[config.mk]
export PLATFORM = sky130hd
export DESIGN_NAME = sram_sleep_seq
export DESIGN_NICKNAME = d
export VERILOG_FILES = /design/src/rtl/sslp_pkg.sv /design/src/rtl/sslp_gate.sv /design/src/rtl/sslp_pipe_track.sv /design/src/rtl/sslp_fsm.sv /design/src/rtl/sram_sleep_seq.sv
export SDC_FILE = /design/constraint.sdc
export NUM_CORES = 1
export LEC_CHECK = 0
export ABC_CLOCK_PERIOD_IN_PS = 2500
export BUFFER_PORTS_ARGS = -buffer_cell sky130_fd_sc_hd__buf_2
export CELL_PAD_IN_SITES_DETAIL_PLACEMENT = 0
export CELL_PAD_IN_SITES_GLOBAL_PLACEMENT = 1
export CORE_AREA = 3 3 40 42
export DETAILED_ROUTE_END_ITERATION = 10
export DIE_AREA = 0 0 43 45
export GPL_TIMING_DRIVEN = 1
export PLACE_DENSITY = 0.62
export SKIP_CTS_REPAIR_TIMING = 1
export SLEW_MARGIN = 10
export SYNTH_ARGS = -nofsm -noshare
export SYNTH_HDL_FRONTEND = slang
export SYNTH_HIERARCHICAL = 1
export SYNTH_SLANG_ARGS = --single-unit
[constraint.sdc]
create_clock -name clk -period 2.5 [get_ports clk]
set_input_delay 0.25 -clock clk [delete_from_list [all_inputs] [get_ports clk]]
set_output_delay 0.25 -clock clk [all_outputs]
set_load 0.01 [all_outputs]
[src/rtl/sslp_pkg.sv]
package sslp_pkg;

  typedef enum logic [1:0] {
    SS_ACTIVE  = 2'd0,
    SS_DRAIN   = 2'd1,
    SS_SLEEP   = 2'd2,
    SS_RECOVER = 2'd3
  } sslp_state_e;

  // Handshake rule: which offered commands may pass in a given phase.
  function automatic logic ready_rule(sslp_state_e st, logic sreq, logic is_wr);
    case (st)
      SS_ACTIVE:  return !sreq;
      SS_RECOVER: return !is_wr;
      default:    return 1'b0;
    endcase
  endfunction

  // Phase sequencing: drain before sleep, hold, then recover.
  function automatic sslp_state_e next_phase(sslp_state_e st, logic sreq,
                                             logic pipe_empty, logic tmr_done);
    case (st)
      SS_ACTIVE:  return sreq ? SS_DRAIN : SS_ACTIVE;
      SS_DRAIN:   return pipe_empty ? SS_SLEEP : SS_DRAIN;
      SS_SLEEP:   return (tmr_done && !sreq) ? SS_RECOVER : SS_SLEEP;
      default:    return tmr_done ? SS_ACTIVE : SS_RECOVER;
    endcase
  endfunction

endpackage

[src/rtl/sslp_gate.sv]
module sslp_gate
  import sslp_pkg::*;
(
  input  sslp_state_e state,
  input  logic        sleep_req,
  input  logic        cmd_valid,
  input  logic        cmd_write,
  output logic        cmd_ready,
  output logic        mem_en,
  output logic        mem_we
);

  always_comb begin
    cmd_ready = ready_rule(state, sleep_req, cmd_write);
    mem_en    = cmd_valid && cmd_ready;
    mem_we    = mem_en && cmd_write;
  end

endmodule

[src/rtl/sslp_pipe_track.sv]
module sslp_pipe_track #(
  parameter int PIPE_DEPTH = 2
) (
  input  logic clk,
  input  logic rst_n,
  input  logic issue,
  input  logic issue_rd,
  output logic pipe_empty,
  output logic rd_valid
);

  logic [PIPE_DEPTH-1:0] occ_q;
  logic [PIPE_DEPTH-1:0] rd_q;

  generate
    if (PIPE_DEPTH == 1) begin : g_single
      always_ff @(posedge clk) begin
        if (!rst_n) begin
          occ_q <= '0;
          rd_q  <= '0;
        end else begin
          occ_q <= issue;
          rd_q  <= issue_rd;
        end
      end
    end else begin : g_shift
      always_ff @(posedge clk) begin
        if (!rst_n) begin
          occ_q <= '0;
          rd_q  <= '0;
        end else begin
          occ_q <= {occ_q[PIPE_DEPTH-2:0], issue};
          rd_q  <= {rd_q[PIPE_DEPTH-2:0], issue_rd};
        end
      end
    end
  endgenerate

  assign pipe_empty = ~|occ_q;
  assign rd_valid   = rd_q[PIPE_DEPTH-1];

endmodule

[src/rtl/sslp_fsm.sv]
module sslp_fsm
  import sslp_pkg::*;
#(
  parameter int WIN_CYC = 2
) (
  input  logic        clk,
  input  logic        rst_n,
  input  logic        sleep_req,
  input  logic        pipe_empty,
  output sslp_state_e state,
  output logic        tmr_done,
  output logic        sleep_pin
);

  localparam int TW = (WIN_CYC < 2) ? 1 : $clog2(WIN_CYC);
  localparam logic [TW-1:0] RELOAD = TW'(WIN_CYC - 1);

  sslp_state_e state_nx;
  logic [TW-1:0] tmr_q;

  assign tmr_done = (tmr_q == '0);
  assign state_nx = next_phase(state, sleep_req, pipe_empty, tmr_done);

  always_ff @(posedge clk) begin
    if (!rst_n) begin
      state     <= SS_ACTIVE;
      tmr_q     <= '0;
      sleep_pin <= 1'b0;
    end else begin
      state     <= state_nx;
      sleep_pin <= (state_nx == SS_SLEEP);
      if (state_nx != state) tmr_q <= RELOAD;
      else if (!tmr_done)    tmr_q <= tmr_q - 1'b1;
    end
  end

endmodule

[src/rtl/sram_sleep_seq.sv]
module sram_sleep_seq
  import sslp_pkg::*;
#(
  parameter int WIN_CYC    = 2,
  parameter int PIPE_DEPTH = 2
) (
  input  logic clk,
  input  logic rst_n,
  input  logic sleep_req,
  input  logic cmd_valid,
  input  logic cmd_write,
  output logic cmd_ready,
  output logic mem_en,
  output logic mem_we,
  output logic mem_zz,
  output logic rd_valid,
  output logic asleep
);

  sslp_state_e state;
  logic pipe_empty;
  logic tmr_done;
  logic in_drain, in_sleep, in_recover;

  sslp_gate u_gate (
    .state     (state),
    .sleep_req (sleep_req),
    .cmd_valid (cmd_valid),
    .cmd_write (cmd_write),
    .cmd_ready (cmd_ready),
    .mem_en    (mem_en),
    .mem_we    (mem_we)
  );

  sslp_pipe_track #(.PIPE_DEPTH(PIPE_DEPTH)) u_track (
    .clk        (clk),
    .rst_n      (rst_n),
    .issue      (mem_en),
    .issue_rd   (mem_en && !mem_we),
    .pipe_empty (pipe_empty),
    .rd_valid   (rd_valid)
  );

  sslp_fsm #(.WIN_CYC(WIN_CYC)) u_fsm (
    .clk        (clk),
    .rst_n      (rst_n),
    .sleep_req  (sleep_req),
    .pipe_empty (pipe_empty),
    .state      (state),
    .tmr_done   (tmr_done),
    .sleep_pin  (mem_zz)
  );

  assign in_drain   = (state == SS_DRAIN);
  assign in_sleep   = (state == SS_SLEEP);
  assign in_recover = (state == SS_RECOVER);
  assign asleep     = in_sleep && tmr_done;

endmodule

; ---- Word level (Yosys, flattened, before mapping)
; Cells that the tools add are included.
[word_totals]
ff_bits = 8
output_inout_bits = 6
[classes]
add_sub_neg = 1
eq_ne = 5
muxes = 8
n_bitwise = 1
reduce_logical = 10
[op_table]
columns = op, count
row1 = == test 2 bit (second input constant), 3
row2 = case mux 2 bit (3 select lines), 1
row3 = logical AND 1 bit, 5
row4 = two-way mux 1 bit, 4
row5 = two-way mux 2 bit, 2
row6 = logical NOT 1 bit, 3
row7 = == test 2 x 1 -> 1 bit (second input constant), 1
row8 = logical NOT 2 bit, 1
row9 = inequality test 2 bit, 1
row10 = case mux 1 bit (2 select lines), 1
row11 = OR reduction 2 bit, 1
row12 = NOT 1 bit, 1
row13 = subtractor 1 bit (second input constant), 1

; ---- Logic depth before layout (Yosys ltp)
; Gate-level depths: netlist of the first run.
[depth]
depth_word = 6
mapped_depth = 6

; ---- Cells and area by module
; The synthesis of the first run kept the hierarchy.
[modules_own_cells]
columns = mod, instances, cells_per_inst, area_each_um2
row1 = sslp_fsm, 1, 21, 187.7
row2 = sslp_pipe_track, 1, 9, 108.9
row3 = sslp_gate, 1, 11, 75.1
row4 = sram_sleep_seq, 1, 2, 15.0

; ---- Worst setup path after synthesis of the first run
; Ideal clock, no wire load.
[synth_timing]
kind = reg2reg
startpoint = register u_fsm.state[0]
endpoint = register u_track.rd_q[0]
t_arrival_ns = 1.466
setup_slack_ns = 0.975
stages_incl_launch_ff = 7
n_path_buf = 0
synth_period_minus_slack_ns = 1.525
path_cell_list = dfxtp_1 > inv_1 > ha_1 > nand2b_1 > a21oi_1 > nor2b_1 > and2_1
[synth_between]
elab_chain_len = 6
word_cells_on_any_way = 7
[synth_rtl]
columns = item, line
row1 = "start, declared", sslp_fsm.sv:10  ; output sslp_state_e state,
row2 = "start signal, assigned", sslp_fsm.sv:30  ; state <= state_nx;
row3 = == test 2 bit / logical NOT 2 bit (equally long branches), sslp_pkg.sv:12  ; case (st)
row4 = case mux 1 bit (2 select lines) (*), sslp_pkg.sv:12
row5 = logical AND 1 bit (*), sslp_gate.sv:15  ; mem_en = cmd_valid && cmd_ready;
row6 = via mem_en, sram_sleep_seq.sv:13  ; output logic mem_en,
row7 = logical AND 1 bit, sslp_gate.sv:16  ; mem_we = mem_en && cmd_write;
row8 = logical NOT 1 bit, sram_sleep_seq.sv:39  ; .issue_rd (mem_en && !mem_we),
row9 = logical AND 1 bit (*), sram_sleep_seq.sv:39
row10 = "end signal, assigned", sslp_pipe_track.sv:33  ; rd_q <= {rd_q[PIPE_DEPTH-2:0], issue_rd};
row11 = "end, declared", sslp_pipe_track.sv:13  ; logic [PIPE_DEPTH-1:0] rd_q;
; The timed path passes the listed nets; every way through them passes the cells marked *.
; A chain may end at the register's enable or synchronous reset.

; ---- Final worst setup path of the first run
[layout_timing]
startpoint = register u_fsm.state[0]
endpoint = output mem_en
[layout_between]
elab_chain_len = 3
word_cells_on_any_way = 4
[layout_rtl]
columns = item, line
row1 = == test 2 bit / logical NOT 2 bit (equally long branches), sslp_pkg.sv:12
row2 = case mux 1 bit (2 select lines) (*), sslp_pkg.sv:12
row3 = logical AND 1 bit (*), sslp_gate.sv:15
row4 = "end, declared", sram_sleep_seq.sv:13
; Every way passes the cells marked *; elsewhere a longest branch is shown, timed or not.

==> reports/metrics.yaml, run 1 <==
criticalPathCategory: "flip-flop to output pin"
cellPowerDensity_mw_per_mm2: 665
yosys_warnings: 6
netlist.top_cell.by_area: "dfxtp_1"
die_y_um: 45
slowest_delay_ns: 0.49
synth.top_cell.area_share_pct: 41.4
drv_cap: 0
drive_gt1_share_pct: 26.8
finalSetupViolCount: 0
post_dp_cell_area_um2: 455
viasPerCell: 4.41
ios: 11
setup-tns-final_ns: 0
path_clk_slew_ns: 0.05
drtAntennaViolNets: 0
cts.sinks: 8
gp_congestion: 0.691
crit_end: "mem_en"
synth_seq_cells: 8
worstSkewPairLatency_ns: 0.25
root_buffer: "clkbuf_4"
synth_area_leaders: "dfxtp_1, and2_1, ha_1, a21oi_1, nor3_2"
grt_pass1_vias: 309
syn2layout_area_growth_pct: 23.6
final_net_count: 65
fillerInstances: 135
cts.htree.levels: 1
wl_um: 686
outcome: "completed"
r2r_start: "u_fsm/state[0]$_SDFF_PN0_"
max_freq_mhz: 529
syn_nets: 50
fin_crit_sh_pct: 75.6
ir_drop_uv: 140
synthDistinctLibCells: 19
synth_top_family_by_area: "simple AND/OR/NAND/NOR gates"
cp_max_fo: 10
avgSynthCellArea_um2: 8.99
yosys-mux-area-fraction_pct: 0
synth-compound-area-share_pct: 16.2
cts_tree: "done"
crit_chain: "inv_1, ha_1, nand2b_1, a21oi_1, buf_2"
dr.pass1.iters: 4
final_cell_area_um2: 478
grt_use_total_pct: 8.51
leakage_nw: 0.225
cp_slowest_cell: "dfxtp_1"
coreArea_mm2: 0.00128
num_vias: 313
portBuffers: 10
grt_start_max_net_pins: 11
min_path_cells: 3
die-area_mm2: 0.00194
cp-startpoint: "u_fsm/state[0]$_SDFF_PN0_"
skew_ns: 0.00125
syn_inst: 43
die-width_um: 43
synth-simple-area-share_pct: 31.1
rows: 13
remaining_drc_errors: 0
rr_worst_depth: 6
r2r_end: "u_track/rd_q[0]$_SDFF_PN0_"
seq_area_um2: 160
worstSetupStartpointType: "flip-flop"
cp-end-kind: "output pin"
hold_viol: 0
cts_buffers: 3
worst_pin_slew_ns: 0.323
antenna_cells: 0
reg2reg_slack_ns: 0.96
syn_area_um2: 387
wire_per_inst_um: 9.66
grt_overflow: 0
slew_headroom_pct: 78.4
first_iter_violations: 9
maxSlewViolCount: 0
worst_ep_required_time_ns: 2.25
yosysSeqAreaShare_pct: 41.4
cp.arrival_ns: 1.64
grt_first_pass_wirelength_um: 1220
multiInputGateArea_um2: 208
rsz0062_at_grt: "no"
yosys.area_share.adder_pct: 6.47
clk_path_buf_depth: 2
fin_crit_ns: 1.89
synth-xor-area-share_pct: 0
hp-class: "input pin to flip-flop"
antenna_found_initial: 0
start_util_pct: 30.1
-- cell type report --
class	instances	share of cell area, %
sequential	8	33.5
timing repair buffer	10	10.5
tap	15	3.93
clock buffer	3	4.71
inverter	5	3.93
multi-input combinational	30	43.5
-- power by group --
group          switching (mW)  total (mW)  internal, mW
registers              0.0148       0.154         0.139
clock network          0.0433      0.0982        0.0549
logic                  0.0327      0.0654        0.0327
-- synthesized netlist by cell type --
cell	n
ha_1	2
o21a_1	1
nor3b_1	1
nor3_1	1
a21oi_1	4
o211ai_1	1
nand3b_1	1
and2b_1	1
a21boi_0	2
inv_1	5
nor2b_1	2
nor3_2	2
o21ai_0	1
and3b_1	1
and2_1	4
nor2_1	2
o31ai_1	1
nand2b_1	3
dfxtp_1	8
-- logic make-up after synthesis --
family,Yosys count
buffers and inverters,5
AO/OA/AOI/OAI,10
adder cells (fa/ha/maj),2
flip-flops,8
AND/OR/NAND/NOR,18
-- sequential cells by signal (all words and copies together) (netlist names) --
signal,flops
u_fsm/sleep_pin,1
u_fsm/state,2
u_fsm/tmr_q,1
u_track/occ_q,2
u_track/rd_q,2
-- routing by layer --
layer | vias up | routed length (um) | GRT usage, % | part of all wire, %
met2 | 8 | 286 | 12.0 | 42
met5 | - | 0 | 0 | 0
li1 | 172 | - | - | -
met4 | 0 | 0 | 7.23 | 0
met3 | 0 | 34 | 3.19 | 5.0
met1 | 133 | 364 | 10.2 | 53
-- critical path: cells and delay by family (launching register included) --
| family | cells | cell delay [ns] |
|---|---|---|
| flip-flops | 1 | 0.49 |
| AO/OA/AOI/OAI | 1 | 0.18 |
| adder cells (fa/ha/maj) | 1 | 0.31 |
| AND/OR/NAND/NOR | 1 | 0.17 |
| buffers and inverters | 2 | 0.24 |
-- stage by stage --
step / total power [mW] / utilization [%] / hold slack [ns] / worst slack, ns / std cells
6_report: 0.318 / 37.2 / 0.295 / 0.609 / 71
3_3_place_gp: 0.224 / 35.4 / 0.415 / 0.877 / 68
5_1_grt: 0.341 / 37.2 / 0.298 / 0.447 / 71
4_1_cts: 0.325 / 37.2 / 0.282 / 0.592 / 71
2_1_floorplan: 0.199 / - / 0.368 / 0.975 / 43
3_5_place_dp: 0.223 / 35.4 / 0.420 / 0.873 / 68
-- layout by cell type (no fill, tap or decap), drive strengths merged, types with 2 or more instances in the layout --
cell and n:
nor3 3, and2 4, nor2b 2, nor2 2
clkbuf 3, a21oi 4, dfxtp 8, a21boi 2
inv 5, buf 10, nand2b 3, ha 2
-- how the worst min path moves through the flow --
stage,startpoint,slack [ns],to
finish,rst_n,0.29,u_fsm/state[0]$_SDFF_PN0_
global route,rst_n,0.30,u_fsm/state[0]$_SDFF_PN0_
CTS,rst_n,0.28,u_fsm/state[0]$_SDFF_PN0_
detailed placement,u_track/rd_q[0]$_SDFF_PN0_,0.42,u_track/rd_q[1]$_SDFF_PN0_
global placement,u_track/rd_q[0]$_SDFF_PN0_,0.42,u_track/rd_q[1]$_SDFF_PN0_
floorplan,rst_n,0.37,u_fsm/tmr_q$_SDFF_PN0_
No activity file was read; power rests on OpenSTA's default activity.
==> inputs of run 2 (changes only) <==
- ABC_CLOCK_PERIOD_IN_PS: 2500 -> 1600
- PLACE_DENSITY: 0.62 -> 0.64
- clock period: 2.5 -> 1.6 ns (I/O delays scaled with it)
==> reports/metrics.yaml, run 2 (same netlist as run 1, synthesis figures left out) <==
reg2reg_slack_ns: 0.28  # was 0.96 ns
power_frac_comb_pct: 28.3  # was 20.6%
grt_first_pass_wirelength_um: 1210  # was 1220 um
mostFrequentLayoutCell: "buf_2"  # unchanged
outcome: "completed"  # unchanged
rows: 13  # unchanged
fin_ws_ns: 0.0970  # was 0.609 ns
skew_ns: 0.00592  # was 0.00125 ns
switching_share_pct: 28.6  # about the same
path_clk_slew_ns: 0.06  # was 0.05 ns
cp_max_fo: 2  # was 10
finalSetupViolCount: 0  # unchanged
viasPerCell: 4.42  # was 4.41
leakage_nw: 0.251  # was 0.225 nW
worst_ep_required_time_ns: 1.44  # was 2.25 ns
worst_pin_slew_ns: 0.200  # was 0.323 ns
first_iter_violations: 3  # was 9
power.switching_mw: 0.152  # was 0.0908 mW
grt_overflow: 0  # unchanged
drtAntennaViolNets: 0  # unchanged
grt_use_total_pct: 8.92  # was 8.51%
grt_pass1_vias: 293  # was 309
grt_start_max_net_pins: 10  # was 11
root_buffer: "clkbuf_4"  # unchanged
worstSkewPairLatency_ns: 0.25  # about the same
worstSetupStartpointType: "flip-flop"  # unchanged
clk_path_buf_depth: 2  # unchanged
power.share.sequential_pct: 43.2  # was 48.5%
r2r_end: "u_track/rd_q[0]$_SDFF_PN0_"  # unchanged
cp-end-kind: "output pin"  # unchanged
die-area_mm2: 0.00194  # unchanged
setup-tns-final_ns: 0  # unchanged
dr.pass1.iters: 3  # was 4
cts_tree: "done"  # unchanged
coreArea_mm2: 0.00128  # unchanged
remaining_drc_errors: 0  # unchanged
final_net_count: 68  # was 65
wire_per_inst_um: 10.4  # was 9.66 um
cellPowerDensity_mw_per_mm2: 996  # was 665 mW/mm2
rr_worst_depth: 7  # was 6
start_util_pct: 30.1  # unchanged
final_cell_mix: "buf_2, dfxtp_1, inv_1"  # unchanged
wl_um: 768  # was 686 um
num_vias: 327  # was 313
top_regs: "u_fsm/state x2, u_track/occ_q x2, u_track/rd_q x2"  # unchanged
cts.htree.levels: 1  # unchanged
cts_buffers: 3  # unchanged
clkPwrFrac_pct: 28.5  # was 30.9%
die_y_um: 45  # unchanged
ir_drop_uv: 313  # was 140 uV
maxSlewViolCount: 0  # unchanged
criticalPathCategory: "flip-flop to output pin"  # unchanged
max_freq_mhz: 665
drive_gt1_share_pct: 39.0  # was 26.8%
syn2layout_area_growth_pct: 37.9  # was 23.6%
ios: 11  # unchanged
antenna_cells: 0  # unchanged
antenna_found_initial: 0  # unchanged
r2r_start: "u_fsm/state[0]$_SDFF_PN0_"  # unchanged
hold_viol: 0  # unchanged
drv_cap: 0  # unchanged
rsz0062_at_grt: "no"  # unchanged
fin_crit_ns: 1.50
hp-class: "input pin to flip-flop"  # unchanged
fin_crit_sh_pct: 93.9
p_int_mw: 0.379  # was 0.227 mW
gp_congestion: 0.687  # was 0.691
dpl_worst_slack_ns: 0.276  # was 0.873 ns
cp.arrival_ns: 1.34  # was 1.64 ns
slew_headroom_pct: 86.6  # was 78.4%
cts.sinks: 8  # unchanged
crit_end: "mem_we"  # was mem_en
cp-startpoint: "u_fsm/state[0]$_SDFF_PN0_"  # unchanged
portBuffers: 10  # unchanged
dp_hpwl_um: 520
die-width_um: 43  # unchanged
[run 2: power groups by stage]
stage                     logic [mW]  clock network (mW)  registers [mW]
after floorplan               0.0699                   0           0.242
after global placement         0.125                   0           0.232
after detailed placement       0.125                   0           0.232
after CTS                      0.127               0.160           0.228
after global routing           0.169               0.173           0.231
final                          0.150               0.151           0.229
[run 2: cell type report]
class,count,area [um2]
fillers,139,752
multi-input cells,30,238
flip-flops and latches,8,163
repair buffers,13,72.6
clock buffers,3,22.5
inverters,5,18.8
well taps,15,18.8
[run 2: per-layer routing]
metal,vias up,share of wire [%],global-route usage (%)
met3,2,5.6,1.59
met4,0,4.2,10.8
met5,-,0,0
met2,9,45,12.0
met1,140,45,10.9
li1,176,-,-
[run 2: stage by stage]
| stage | util (%) | area [um2] | cells | total power [mW] | hold slack [ns] |
|---|---|---|---|---|---|
| final | 41.5 | 533 | 74 | 0.531 | 0.201 |
| after global routing | 41.5 | 533 | 74 | 0.573 | 0.202 |
| after CTS | 38.4 | 493 | 73 | 0.515 | 0.194 |
| after detailed placement | 36.6 | 470 | 70 | 0.358 | 0.418 |
| after global placement | 36.6 | 470 | 70 | 0.358 | 0.418 |
| after floorplan | - | 387 | 43 | 0.311 | 0.278 |
[run 2: how the worst min path moves through the flow]
stage          cells after the start  slack [ns]                          to                        from
2_1_floorplan                      1        0.28      u_fsm/tmr_q$_SDFF_PN0_                       rst_n
3_3_place_gp                       1        0.42  u_track/rd_q[1]$_SDFF_PN0_  u_track/rd_q[0]$_SDFF_PN0_
3_5_place_dp                       1        0.42  u_track/rd_q[1]$_SDFF_PN0_  u_track/rd_q[0]$_SDFF_PN0_
4_1_cts                            2        0.19      u_fsm/tmr_q$_SDFF_PN0_                       rst_n
5_1_grt                            2        0.20      u_fsm/tmr_q$_SDFF_PN0_                       rst_n
6_report                           3        0.20   u_fsm/state[0]$_SDFF_PN0_                       rst_n
[run 2: worst max-delay path: stages (launching register included)]
cell	delay, ns
dfxtp_2	0.32
inv_1	0.06
ha_4	0.23
nand2b_4	0.15
nor3_4	0.18
buf_2	0.15
==> inputs of run 3 (changes only) <==
- ABC_CLOCK_PERIOD_IN_PS: 1600 -> 1670
- PLACE_DENSITY: 0.64 -> 0.62
- clock period: 1.6 -> 1.67 ns (I/O delays scaled with it)
==> reports/metrics.yaml, run 3 (same netlist as run 1, synthesis figures left out) <==
leakage_nw: 0.236  # was 0.251 nW
cp_max_fo: 2  # unchanged
cts_tree: "done"  # unchanged
wire_per_inst_um: 9.45  # was 10.4 um
first_iter_violations: 0  # was 3
cp-startpoint: "u_fsm/state[0]$_SDFF_PN0_"  # unchanged
criticalPathCategory: "flip-flop to output pin"  # unchanged
seq_area_um2: 160  # was 163 um2
root_buffer: "clkbuf_4"  # unchanged
clk_path_buf_depth: 2  # unchanged
wl_um: 690  # was 768 um
antenna_cells: 0  # unchanged
remaining_drc_errors: 0  # unchanged
ios: 11  # unchanged
reg2reg_slack_ns: 0.40  # was 0.28 ns
final_net_count: 67  # was 68
start_util_pct: 30.1  # unchanged
fin_hold_ws_ns: 0.203  # was 0.201 ns
fin_crit_sh_pct: 93.1
drtAntennaViolNets: 0  # unchanged
coreArea_mm2: 0.00128  # unchanged
fin_crit_ns: 1.55
worst_pin_slew_ns: 0.201  # was 0.200 ns
setup-tns-final_ns: 0  # unchanged
final_cell_mix: "buf_2, dfxtp_1, inv_1"  # unchanged
fillerInstances: 131  # was 139
min_path_cells: 2  # was 3
r2r_end: "u_track/rd_q[0]$_SDFF_PN0_"  # unchanged
cp-end-kind: "output pin"  # unchanged
drive_gt1_share_pct: 31.0  # was 39.0%
gp_congestion: 0.731  # was 0.687
cellPowerDensity_mw_per_mm2: 976  # was 996 mW/mm2
dr.pass1.iters: 1  # was 3
hp-class: "input pin to flip-flop"  # unchanged
ir_drop_uv: 248  # was 313 uV
rsz0062_at_grt: "no"  # unchanged
finalSetupViolCount: 0  # unchanged
worstSkewPairLatency_ns: 0.25  # about the same
outcome: "completed"  # unchanged
hp-start: "rst_n"  # unchanged
cts.sinks: 8  # unchanged
dp_hpwl_um: 531  # was 520 um
top_regs: "u_fsm/state x2, u_track/occ_q x2, u_track/rd_q x2"  # unchanged
portBuffers: 10  # unchanged
maxSlewViolCount: 0  # unchanged
mostFrequentLayoutCell: "buf_2"  # unchanged
grt_use_total_pct: 8.26  # was 8.92%
cp.arrival_ns: 1.39  # was 1.34 ns
hold_viol: 0  # unchanged
hold_end: "u_fsm/tmr_q$_SDFF_PN0_"  # was u_fsm/state[0]$_SDFF_PN0_
num_vias: 327  # unchanged
skew_ns: 0.00541  # was 0.00592 ns
grt_overflow: 0  # unchanged
path_clk_slew_ns: 0.05  # was 0.06 ns
cts_buffers: 3  # unchanged
grt_pass1_vias: 287  # was 293
cts.htree.levels: 1  # unchanged
worstSetupStartpointType: "flip-flop"  # unchanged
grt_start_max_net_pins: 10  # unchanged
total_power_mw: 0.485  # was 0.531 mW
die_y_um: 45  # unchanged
syn2layout_area_growth_pct: 28.5  # was 37.9%
worst_ep_required_time_ns: 1.50  # was 1.44 ns
multiInputGateArea_um2: 211  # was 238 um2
slew_headroom_pct: 86.5  # was 86.6%
max_freq_mhz: 643
antenna_found_initial: 0  # unchanged
die-width_um: 43  # unchanged
grt_first_pass_wirelength_um: 1140  # was 1210 um
die-area_mm2: 0.00194  # unchanged
rows: 13  # unchanged
rr_worst_depth: 6  # was 7
r2r_start: "u_fsm/state[0]$_SDFF_PN0_"  # unchanged
viasPerCell: 4.48  # was 4.42
drv_cap: 0  # unchanged
[run 3: cell count changes in the layout (fill, tap and decap cells not counted)]
| cell | before | now |
|---|---|---|
| dfxtp_2 | 2 | 0 |
| nor3_2 | 1 | 2 |
| nand2b_1 | 2 | 3 |
| ha_1 | 1 | 2 |
| dfxtp_1 | 6 | 8 |
| nand2b_4 | 1 | 0 |
| ha_4 | 1 | 0 |
| nor3_4 | 1 | 0 |
| buf_4 | 3 | 2 |
[run 3: critical path: stages (launching register included)]
cell	delay, ns
dfxtp_1	0.32
inv_1	0.04
ha_1	0.29
nand2b_1	0.18
nor3_2	0.14
buf_2	0.16
[run 3: cell type report]
| cell class | count | share of cell area, % |
|---|---|---|
| Multi-Input combinational cell | 30 | 42.6 |
| Clock buffer | 3 | 4.53 |
| Tap cell | 15 | 3.78 |
| Inverter | 5 | 3.78 |
| Sequential cell | 8 | 32.2 |
| Timing Repair Buffer | 12 | 13.1 |
[run 3: metal layers]
layer,global-route usage [%],wire length [um],up-vias
li1,-,-,176
met1,9.47,362,139
met2,11.1,261,10
met3,3.19,45,2
met4,9.04,21,0
met5,0,0,-
[run 3: worst max-delay path by stage]
stage,endpoint,slack [ns],cells past startpoint
after global routing,mem_we,0.01,5
after floorplan,u_track/rd_q[0]$_SDFF_PN0_,0.15,6
after global placement,mem_en,0.38,5
final,mem_we,0.12,5
after detailed placement,mem_en,0.35,5
after CTS,mem_en,0.06,5
[run 3: metrics by stage]
| stage | util [%] | instances | setup WS [ns] | area (um2) |
|---|---|---|---|---|
| CTS | 38.4 | 73 | 0.0648 | 493 |
| global route | 38.7 | 73 | 0.0143 | 497 |
| floorplan | - | 43 | 0.145 | 387 |
| global placement | 36.6 | 70 | 0.378 | 470 |
| detailed placement | 36.6 | 70 | 0.349 | 470 |
| finish | 38.7 | 73 | 0.115 | 497 |
[run 3: power breakdown]
group          switching, mW  leakage, nW  internal, mW
registers            0.00898       0.0655         0.209
clock network         0.0631       0.0138        0.0820
logic                 0.0648        0.157        0.0573
total                  0.137        0.236         0.348
